### src/rtl/expgain_pkg.sv
package expgain_pkg;

  // Direction in which the applied gain is travelling this sample.
  typedef enum logic [1:0] {
    DIR_HOLD = 2'd0,
    DIR_UP   = 2'd1,
    DIR_DOWN = 2'd2
  } ramp_dir_e;

endpackage

### src/rtl/expgain_ctrl.sv
// Holds the gain target, the mute flag and the last non-zero code.
module expgain_ctrl #(
  parameter int EXP_W = 5,
  parameter int MAN_W = 8,
  parameter logic [EXP_W+MAN_W-1:0] RST_CODE = 13'h1180
) (
  input  logic                                   clk,
  input  logic                                   rst_n,
  input  logic                                   load,
  input  logic [EXP_W+MAN_W-1:0]                 code,
  output logic [MAN_W+(1<<EXP_W)-2:0]            tgt_o,
  output logic                                   muted_o,
  output logic [EXP_W+MAN_W-1:0]                 saved_o
);

  localparam int CW = EXP_W + MAN_W;
  localparam int GW = MAN_W + (1 << EXP_W) - 1;
  localparam logic [GW-1:0] RST_LIN =
    GW'(RST_CODE[MAN_W-1:0]) << RST_CODE[CW-1:MAN_W];

  logic [GW-1:0] tgt_q, tgt_d, code_lin;
  logic          muted_q, muted_d;
  logic [CW-1:0] sav_q, sav_d;
  logic          code_zero;

  always_comb begin
    code_lin  = GW'(code[MAN_W-1:0]) << code[CW-1:MAN_W];
    code_zero = (code == '0);
  end

  always_comb begin
    tgt_d   = tgt_q;
    muted_d = muted_q;
    sav_d   = sav_q;
    if (load) begin
      if (code_zero) begin
        muted_d = 1'b1;
        tgt_d   = '0;
      end else if (!muted_q) begin
        sav_d = code;
        tgt_d = code_lin;
      end else if (code == sav_q) begin
        muted_d = 1'b0;
        tgt_d   = code_lin;
      end
    end
  end

  always_ff @(posedge clk or negedge rst_n) begin
    if (!rst_n) begin
      tgt_q   <= RST_LIN;
      muted_q <= 1'b0;
      sav_q   <= RST_CODE;
    end else if (load) begin
      tgt_q   <= tgt_d;
      muted_q <= muted_d;
      sav_q   <= sav_d;
    end
  end

  assign tgt_o   = tgt_q;
  assign muted_o = muted_q;
  assign saved_o = sav_q;

endmodule

### src/rtl/expgain_ramp.sv
// Moves the applied linear gain toward the target, one step per sample.
module expgain_ramp
  import expgain_pkg::*;
#(
  parameter int GW = 39,
  parameter int STEP_LOG2 = 18,
  parameter logic [GW-1:0] RST_VAL = '0
) (
  input  logic          clk,
  input  logic          rst_n,
  input  logic          adv,
  input  logic [GW-1:0] tgt,
  output logic [GW-1:0] gain_o
);

  localparam logic [GW-1:0] STEP = GW'(1) << STEP_LOG2;

  logic [GW-1:0] g_q, g_d, gap;
  ramp_dir_e     dir;

  always_comb begin
    if (g_q < tgt) begin
      dir = DIR_UP;
      gap = tgt - g_q;
    end else if (g_q > tgt) begin
      dir = DIR_DOWN;
      gap = g_q - tgt;
    end else begin
      dir = DIR_HOLD;
      gap = '0;
    end
  end

  always_comb begin
    unique case (dir)
      DIR_UP:   g_d = (gap <= STEP) ? tgt : g_q + STEP;
      DIR_DOWN: g_d = (gap <= STEP) ? tgt : g_q - STEP;
      default:  g_d = g_q;
    endcase
  end

  always_ff @(posedge clk or negedge rst_n) begin
    if (!rst_n)   g_q <= RST_VAL;
    else if (adv) g_q <= g_d;
  end

  assign gain_o = g_q;

endmodule

### src/rtl/expgain_scale.sv
// Multiplies, rounds half up and clips; one register stage.
module expgain_scale #(
  parameter int DW   = 24,
  parameter int GW   = 39,
  parameter int FRAC = 24
) (
  input  logic          clk,
  input  logic          rst_n,
  input  logic          in_valid,
  input  logic [DW-1:0] in_sample,
  input  logic [GW-1:0] gain,
  output logic          out_valid,
  output logic [DW-1:0] out_sample
);

  localparam int PW = DW + GW + 1;
  localparam logic signed [PW-1:0] MAXV = (PW'(1) << (DW - 1)) - PW'(1);
  localparam logic signed [PW-1:0] MINV = ~MAXV;
  localparam logic signed [PW-1:0] HALF = PW'(1) << (FRAC - 1);

  logic signed [PW-1:0] a_ext, b_ext, prod, rnd, shifted;
  logic        [DW-1:0] clip_d;
  logic                 vld_q;
  logic        [DW-1:0] smp_q;

  always_comb begin
    a_ext   = {{(GW + 1){in_sample[DW-1]}}, in_sample};
    b_ext   = {{(DW + 1){1'b0}}, gain};
    prod    = a_ext * b_ext;
    rnd     = prod + HALF;
    shifted = rnd >>> FRAC;
    if (shifted > MAXV)      clip_d = MAXV[DW-1:0];
    else if (shifted < MINV) clip_d = MINV[DW-1:0];
    else                     clip_d = shifted[DW-1:0];
  end

  always_ff @(posedge clk or negedge rst_n) begin
    if (!rst_n) vld_q <= 1'b0;
    else        vld_q <= in_valid;
  end

  always_ff @(posedge clk or negedge rst_n) begin
    if (!rst_n)        smp_q <= '0;
    else if (in_valid) smp_q <= clip_d;
  end

  assign out_valid  = vld_q;
  assign out_sample = smp_q;

endmodule

### src/rtl/expgain_mute.sv
module expgain_mute #(
  parameter int DATA_W    = 24,
  parameter int EXP_W     = 5,
  parameter int MAN_W     = 8,
  parameter int STEP_LOG2 = 18,
  parameter int SYNC_N    = 2,
  parameter logic [EXP_W+MAN_W-1:0] RST_CODE = 13'h1180
) (
  input  logic                   clk,
  input  logic                   rst_n,
  input  logic                   in_valid,
  input  logic [DATA_W-1:0]      in_sample,
  input  logic                   gain_load,
  input  logic [EXP_W+MAN_W-1:0] gain_code,
  output logic                   out_valid,
  output logic [DATA_W-1:0]      out_sample
);

  localparam int CW   = EXP_W + MAN_W;
  localparam int GW   = MAN_W + (1 << EXP_W) - 1;
  localparam int FRAC = MAN_W + (1 << (EXP_W - 1));
  localparam logic [GW-1:0] RST_LIN =
    GW'(RST_CODE[MAN_W-1:0]) << RST_CODE[CW-1:MAN_W];

  // Reset: asserted at once, released on a clock edge.
  logic [SYNC_N-1:0] sync_q;
  logic              rst_sync_n;

  always_ff @(posedge clk or negedge rst_n) begin
    if (!rst_n) sync_q <= '0;
    else        sync_q <= {sync_q[SYNC_N-2:0], 1'b1};
  end
  assign rst_sync_n = sync_q[SYNC_N-1];

  logic [GW-1:0] tgt, g_cur;
  logic          muted;
  logic [CW-1:0] saved;

  expgain_ctrl #(
    .EXP_W(EXP_W), .MAN_W(MAN_W), .RST_CODE(RST_CODE)
  ) u_ctrl (
    .clk(clk), .rst_n(rst_sync_n), .load(gain_load), .code(gain_code),
    .tgt_o(tgt), .muted_o(muted), .saved_o(saved)
  );

  expgain_ramp #(
    .GW(GW), .STEP_LOG2(STEP_LOG2), .RST_VAL(RST_LIN)
  ) u_ramp (
    .clk(clk), .rst_n(rst_sync_n), .adv(in_valid), .tgt(tgt), .gain_o(g_cur)
  );

  expgain_scale #(
    .DW(DATA_W), .GW(GW), .FRAC(FRAC)
  ) u_scale (
    .clk(clk), .rst_n(rst_sync_n), .in_valid(in_valid), .in_sample(in_sample),
    .gain(g_cur), .out_valid(out_valid), .out_sample(out_sample)
  );

endmodule

### config.mk
export PLATFORM = sky130hd
export DESIGN_NAME = expgain_mute
export DESIGN_NICKNAME = d
export VERILOG_FILES = /design/src/rtl/expgain_pkg.sv /design/src/rtl/expgain_ctrl.sv /design/src/rtl/expgain_ramp.sv /design/src/rtl/expgain_scale.sv /design/src/rtl/expgain_mute.sv
export SDC_FILE = /design/constraint.sdc
export NUM_CORES = 2
export LEC_CHECK = 0
export BUFFER_PORTS_ARGS = -buffer_cell sky130_fd_sc_hd__clkbuf_2
export CORE_MARGIN = 2
export CORE_UTILIZATION = 44
export CTS_CLUSTER_DIAMETER = 120
export DETAILED_ROUTE_END_ITERATION = 16
export SYNTH_ARGS = -nofsm -noshare
export SYNTH_HDL_FRONTEND = slang
export SYNTH_SLANG_ARGS = --single-unit
export TNS_END_PERCENT = 1
### constraint.sdc
create_clock -name clk -period 7.4 [get_ports clk]
set_input_delay 1.48 -clock clk [delete_from_list [all_inputs] [get_ports clk]]
set_output_delay 1.48 -clock clk [all_outputs]
set_load 0.03 [all_outputs]
### Word-level counts from Yosys, hierarchy flattened

Cells that the tools add are included.

* add/subtract/negate cells: 5
* $mul: 1
* $lt $le $gt $ge: 5
* equal/unequal tests: 4
* shifts and indexed selects: 1
* multiplexer cells: 15
* bitwise logic cells: 2
* reductions and logical operators: 5

Operators by type and width (number)
* 39-bit two-way mux: 7
* 39-bit case mux with 2 select lines: 1
* 39-bit subtractor: 2
* 64-bit by 25-bit adder with 64-bit output, second input constant: 1
* 24-bit by 40-bit multiplier with 64-bit output: 1
* 24-bit two-way mux: 2
* 40-bit by 24-bit > comparator with 1-bit output, second input constant: 1
* 40-bit by 24-bit less-than comparator with 1-bit output, second input constant: 1
* 39-bit by 19-bit adder with 39-bit output, second input constant: 1
* 39-bit > comparator: 1
* 39-bit by 19-bit less-or-equal comparator with 1-bit output, second input constant: 1
* 39-bit less-than comparator: 1
* 8-bit by 5-bit << shifter with 39-bit output: 1
* 39-bit by 19-bit subtractor with 39-bit output, second input constant: 1
* 13-bit == test: 1
* 13-bit logical NOT: 1
* 2-bit two-way mux: 2
* 2-bit AND reduction: 2
* 1-bit two-way mux: 3
* 3-bit inequality test, second input constant: 1
* 3-bit AND reduction: 1
* 2-bit by 1-bit == test with 1-bit output, second input constant: 1
* 2-bit == test, second input constant: 1
* 1-bit inverter: 2
* 2-bit nonzero test: 1

* register bits: 119
* input bits: 41
* output and inout bits: 25
* logic and storage cells: 45

### Longest topological paths before layout

* depth after elaboration: 6
* gate-level depth with buffers: 31
* gate-level depth less buffers: 27

### Cells and area by module

From an unflattened synthesis, not the netlist that was laid out.

* cell total of the unflattened synthesis: 4998
* area total of the unflattened synthesis: 42355.6 um^2

Modules (own cells, without submodules)
* expgain_scale: times used 1, cells each 3644, area each 31818.0 um^2, seq. area each 625.6 um^2
* expgain_ramp: times used 1, cells each 1080, area each 7500.9 um^2, seq. area each 977.2 um^2
* expgain_ctrl: times used 1, cells each 271, area each 2982.9 um^2, seq. area each 1331.3 um^2
* expgain_mute: times used 1, cells each 3, area each 53.8 um^2, seq. area each 50.0 um^2

### Worst setup path before layout

OpenSTA, ideal clock, no wires.

* path type: input port to flip-flop
* start point: in in_sample[9]
* end point: reg u_scale.smp_q[10] (netlist: u_scale.out_sample[10])
* setup time: 83 ps
* arrival time: 8770 ps
* slack: -1454 ps
* cell stages on the path: 27
* buffers on the path: 4
* cell sequence: clkbuf_1 -> clkbuf_1 -> nand2_1 -> fa_1 -> inv_1 -> fa_1 -> inv_1 -> fa_1 -> inv_1 -> fa_1 -> inv_1 -> fa_1 -> fa_1 -> fa_1 -> inv_1 -> ha_1 -> clkbuf_1 -> nand2_1 -> or3_1 -> or2_2 -> a2111oi_0 -> nor2_1 -> xnor2_1 -> nand3_1 -> o41a_1 -> clkbuf_1 -> o22ai_1

* word-level cells in the longest chain between the ends: 5
* elaborated cells on any way between the ends: 6
* those cells by class: add/sub (1); mul (1); order compare (2); mux (2)

RTL lines
* start, declared: RTL line expgain_mute.sv:12 `input logic [DATA_W-1:0] in_sample,`
* 24-bit by 40-bit multiplier with 64-bit output *: RTL line expgain_scale.sv:29 `prod = a_ext * b_ext;`
* 64-bit by 25-bit adder with 64-bit output *: RTL line expgain_scale.sv:30 `rnd = prod + HALF;`
* 40-bit by 24-bit less-than comparator with 1-bit output: RTL line expgain_scale.sv:33 `else if (shifted < MINV) clip_d = MINV[DW-1:0];`
* 24-bit two-way mux: RTL line expgain_scale.sv:33
* 24-bit two-way mux *: RTL line expgain_scale.sv:32 `if (shifted > MAXV) clip_d = MAXV[DW-1:0];`
* end signal, assigned: RTL line expgain_scale.sv:44 `else if (in_valid) smp_q <= clip_d;`
* end, declared: RTL line expgain_scale.sv:24 `logic [DW-1:0] smp_q;`

Every way passes the cells marked *; elsewhere a longest branch is shown, timed or not.
A chain may end at the register's enable or synchronous reset.

### Final worst setup path

* start point: in in_sample[4]
* end point: reg u_scale.smp_q[2] (netlist: u_scale.out_sample[2])

Same word-level chain as after synthesis.

==> impl_metrics.csv <==
group,metric,value,unit
route,drtIter0Drc,2636,
synthesis,ys_seq_area_share,7.165,%
critical_path,cp_max_fo,23,
synthesis,synth_top_cell_by_area,"fa_1",
finish,utilization,51.55,%
clock_tree,cts_buffers,17,
clock_tree,cts.hold.buffers_added,0,
placed_design,place.gp.congestion,0.9712,
sta,slew_headroom,30.85,%
status,violations,"setup timing",
critical_path,r2r_start,"u_ramp.gain_o[16]",
sta,hold_violations,0,
sta,fmax,118.1,MHz
global_routing,grt_first_pass_wirelength,209700,um
sta,slew_viol_final,0,
critical_path,cp_slowest_cell,"fa_1",
route,antenna_left,0,
clock_tree,clock-root-buffer,"clkbuf_16",
synthesis,synthTopCellsByArea,"fa_1, ha_1, inv_1",
clock_tree,cts_buffer_depth,2,
global_routing,globalRoute.busiestLayer,"met2",
synthesis,async_flop_share,100.0,%
synthesis,synth-seq-cells,119,
finish,drive_above_1_share,14.56,%
placed_design,placed_cells,6504,
route,routed-via-count,35124,
sta,layout_setup_ws,-1.071,ns
global_routing,grt_util_met1,37.89,%
synthesis,yosysTopAreaCellShare,39.08,%
synthesis,synth.distinct_cells,95,
clock_tree,cts_max_level,4,
placed_design,hpwlAfterDp,111800,um
critical_path,cp.arrival,8.87,ns
critical_path,endpoint_kind,"register",
sta,worst_pin_slew,1.028,ns
worst_hold_path,hold_path.class,"reg2async",
clock_tree,cts_tree,"done",
route,drcViolationCount,0,
sta,tns,-24.69,ns
global_routing,met3_usage,2.396,%
die,initial_core_util,44.49,%
die,core_area,0.09361,mm2
sta,fin_crit_sh,114.5,%
route,wire_per_inst,19.79,um
synthesis,syn_inst,4979,
die,die_w,311.7,um
clock_tree,clock-sinks,119,
route,viasPerCell,5.364,
die,die_area,0.09713,mm2
die,die_y,311.7,um
sta,skew,0.03202,ns
finish,final_common_cell,"inv_1",
critical_path,worst_path_largest_cell_delay,0.53,ns
die,placementRows,112,
placed_design,place_ws,-1.836,ns
critical_path,crit_top_cell,"fa_1",
sta,min_period,8.471,ns
placed_design,io_buffers,65,
clock_tree,clk-insertion-delay-late,0.50,ns
critical_path,required,7.80,ns
synthesis,synth_edf_count,0,
synthesis,synth_area_per_cell,8.365,um2
status,outcome,"complete, but fails checks",
synthesis,syn-cell-area,0.04165,mm2
flow_run,drv_cap,0,
die,io_pins,66,
clock_tree,clkTransAtPathRegs,0.07,ns
synthesis,synth_ff_type,"dfrtp_1",
finish,layout_common_cells,"inv_1, fa_1, nand2_1",
synthesis,syn_nets,6141,
global_routing,met2_usage,46.50,%
route,drt_pass1_iterations,6,
global_routing,antenna_found_initial,2,
finish,antenna_cells,0,
sta,setup_viol_count_final,24,
critical_path,cp-startpoint,"in_sample[4]",
finish,instances_no_fill,6548,
global_routing,grt_overflow_total,0,
global_routing,grt_pass1_vias,36886,
sta,rsz0062_at_grt,"true",
finish,syn_to_final_growth,15.87,%
critical_path,critPathKind,"in2reg",
global_routing,grt_use_total,27.62,%
global_routing,grt_max_degree,79,
route,routed_wl,129600,um
synthesis,yosysWarningCount,0,
critical_path,worstSetupStartpointType,"input port",
finish,fin_nets,6443,
[layer usage]
| layer | vias up | share of wire, % |
|---|---|---|
| met1 | 17808 | 44 |
| li1 | 16120 | - |
| met5 | - | 0 |
| met2 | 1012 | 48 |
| met3 | 184 | 4.9 |
| met4 | 0 | 3.2 |
[cells by family after synthesis]
group                    Yosys count  synth area share, %
AND/OR/NAND/NOR                 1623                18.67
buffers and inverters           1270                11.60
adder cells (fa/ha/maj)         1121                48.33
AO/OA/AOI/OAI                    706                11.10
flip-flops                       119                7.165
XOR/XNOR                          88                1.851
multiplexers                      51                1.271
other                              1             0.009004
[stage by stage]
step / hold WS [ns] / area, um2
2_1_floorplan: 0.3312 / 42100
3_3_place_gp: 0.2697 / 47040
3_5_place_dp: 0.2755 / 47040
4_1_cts: 0.2803 / 47900
5_1_grt: 0.2947 / 48260
6_report: 0.2622 / 48260
[cells in the mapped netlist, types with 19 or more instances]
cell      count
nand4_1      53
buf_2        21
and3_1       19
a21o_1       27
nand3_1      33
dfrtp_1     114
nor4_1       20
a21oi_1     193
a211oi_1     25
ha_1        308
inv_1       970
o311ai_1     21
nor2_1      158
xor2_1       33
o31ai_1      28
o21ai_0     140
nand2_1     785
o21a_1       23
o22ai_1      40
mux2i_1      36
clkbuf_1    265
nor2b_1      30
xnor2_1      55
o21bai_1     23
o211ai_1     25
and2_1      392
nor3_1       55
fa_1        813
[final cells by class]
type / count / area [um2]
clock buffer: 17 / 425.4
clock inverter: 15 / 176.4
fill: 9148 / 45350
inverter: 971 / 3645
multi-input combinational: 3590 / 34470
sequential: 119 / 2988
tap: 1254 / 1569
timing repair buffer: 582 / 4979
[what timing repair did]
item | 4_1_cts | 5_1_grt
setup buffers | 4 | 7
gates cloned | 1 | 0
resized for setup | 45 | 73
pin swaps | 10 | 29
endpoints found under the setup margin | 24 | 24
[registers in the layout, indices dropped and copies added, names as in the netlist]
register	cells
u_ctrl.tgt_o	39
u_ramp.gain_o	39
u_scale.out_sample	24
u_ctrl.saved_o	13
sync_q	2
u_ctrl.muted_o	1
u_scale.out_valid	1
[final timing paths]
path	slack [ns]	end	depth (start not counted)
max in group asynchronous	5.45	u_ctrl.tgt_o[10]	2
min in group clk	0.36	sync_q[1]	0
worst max register to register	-0.49	u_scale.out_sample[2]	25
worst max-delay path	-1.07	u_scale.out_sample[2]	30
worst min-delay path	0.26	u_scale.out_sample[0]	0
worst min register to register	0.26	u_scale.out_sample[0]	0
[worst max-delay path: cells and delay by family]
family          cells  cell delay [ns]
compound gates      4             1.17
simple gates        7             1.11
fa+ha+maj           8             3.80
xor+xnor            1             0.23
buf+inv            10             1.02
Power is not shown: default switching activity piles up to over one toggle a cycle in this logic, so the estimate is an artifact.
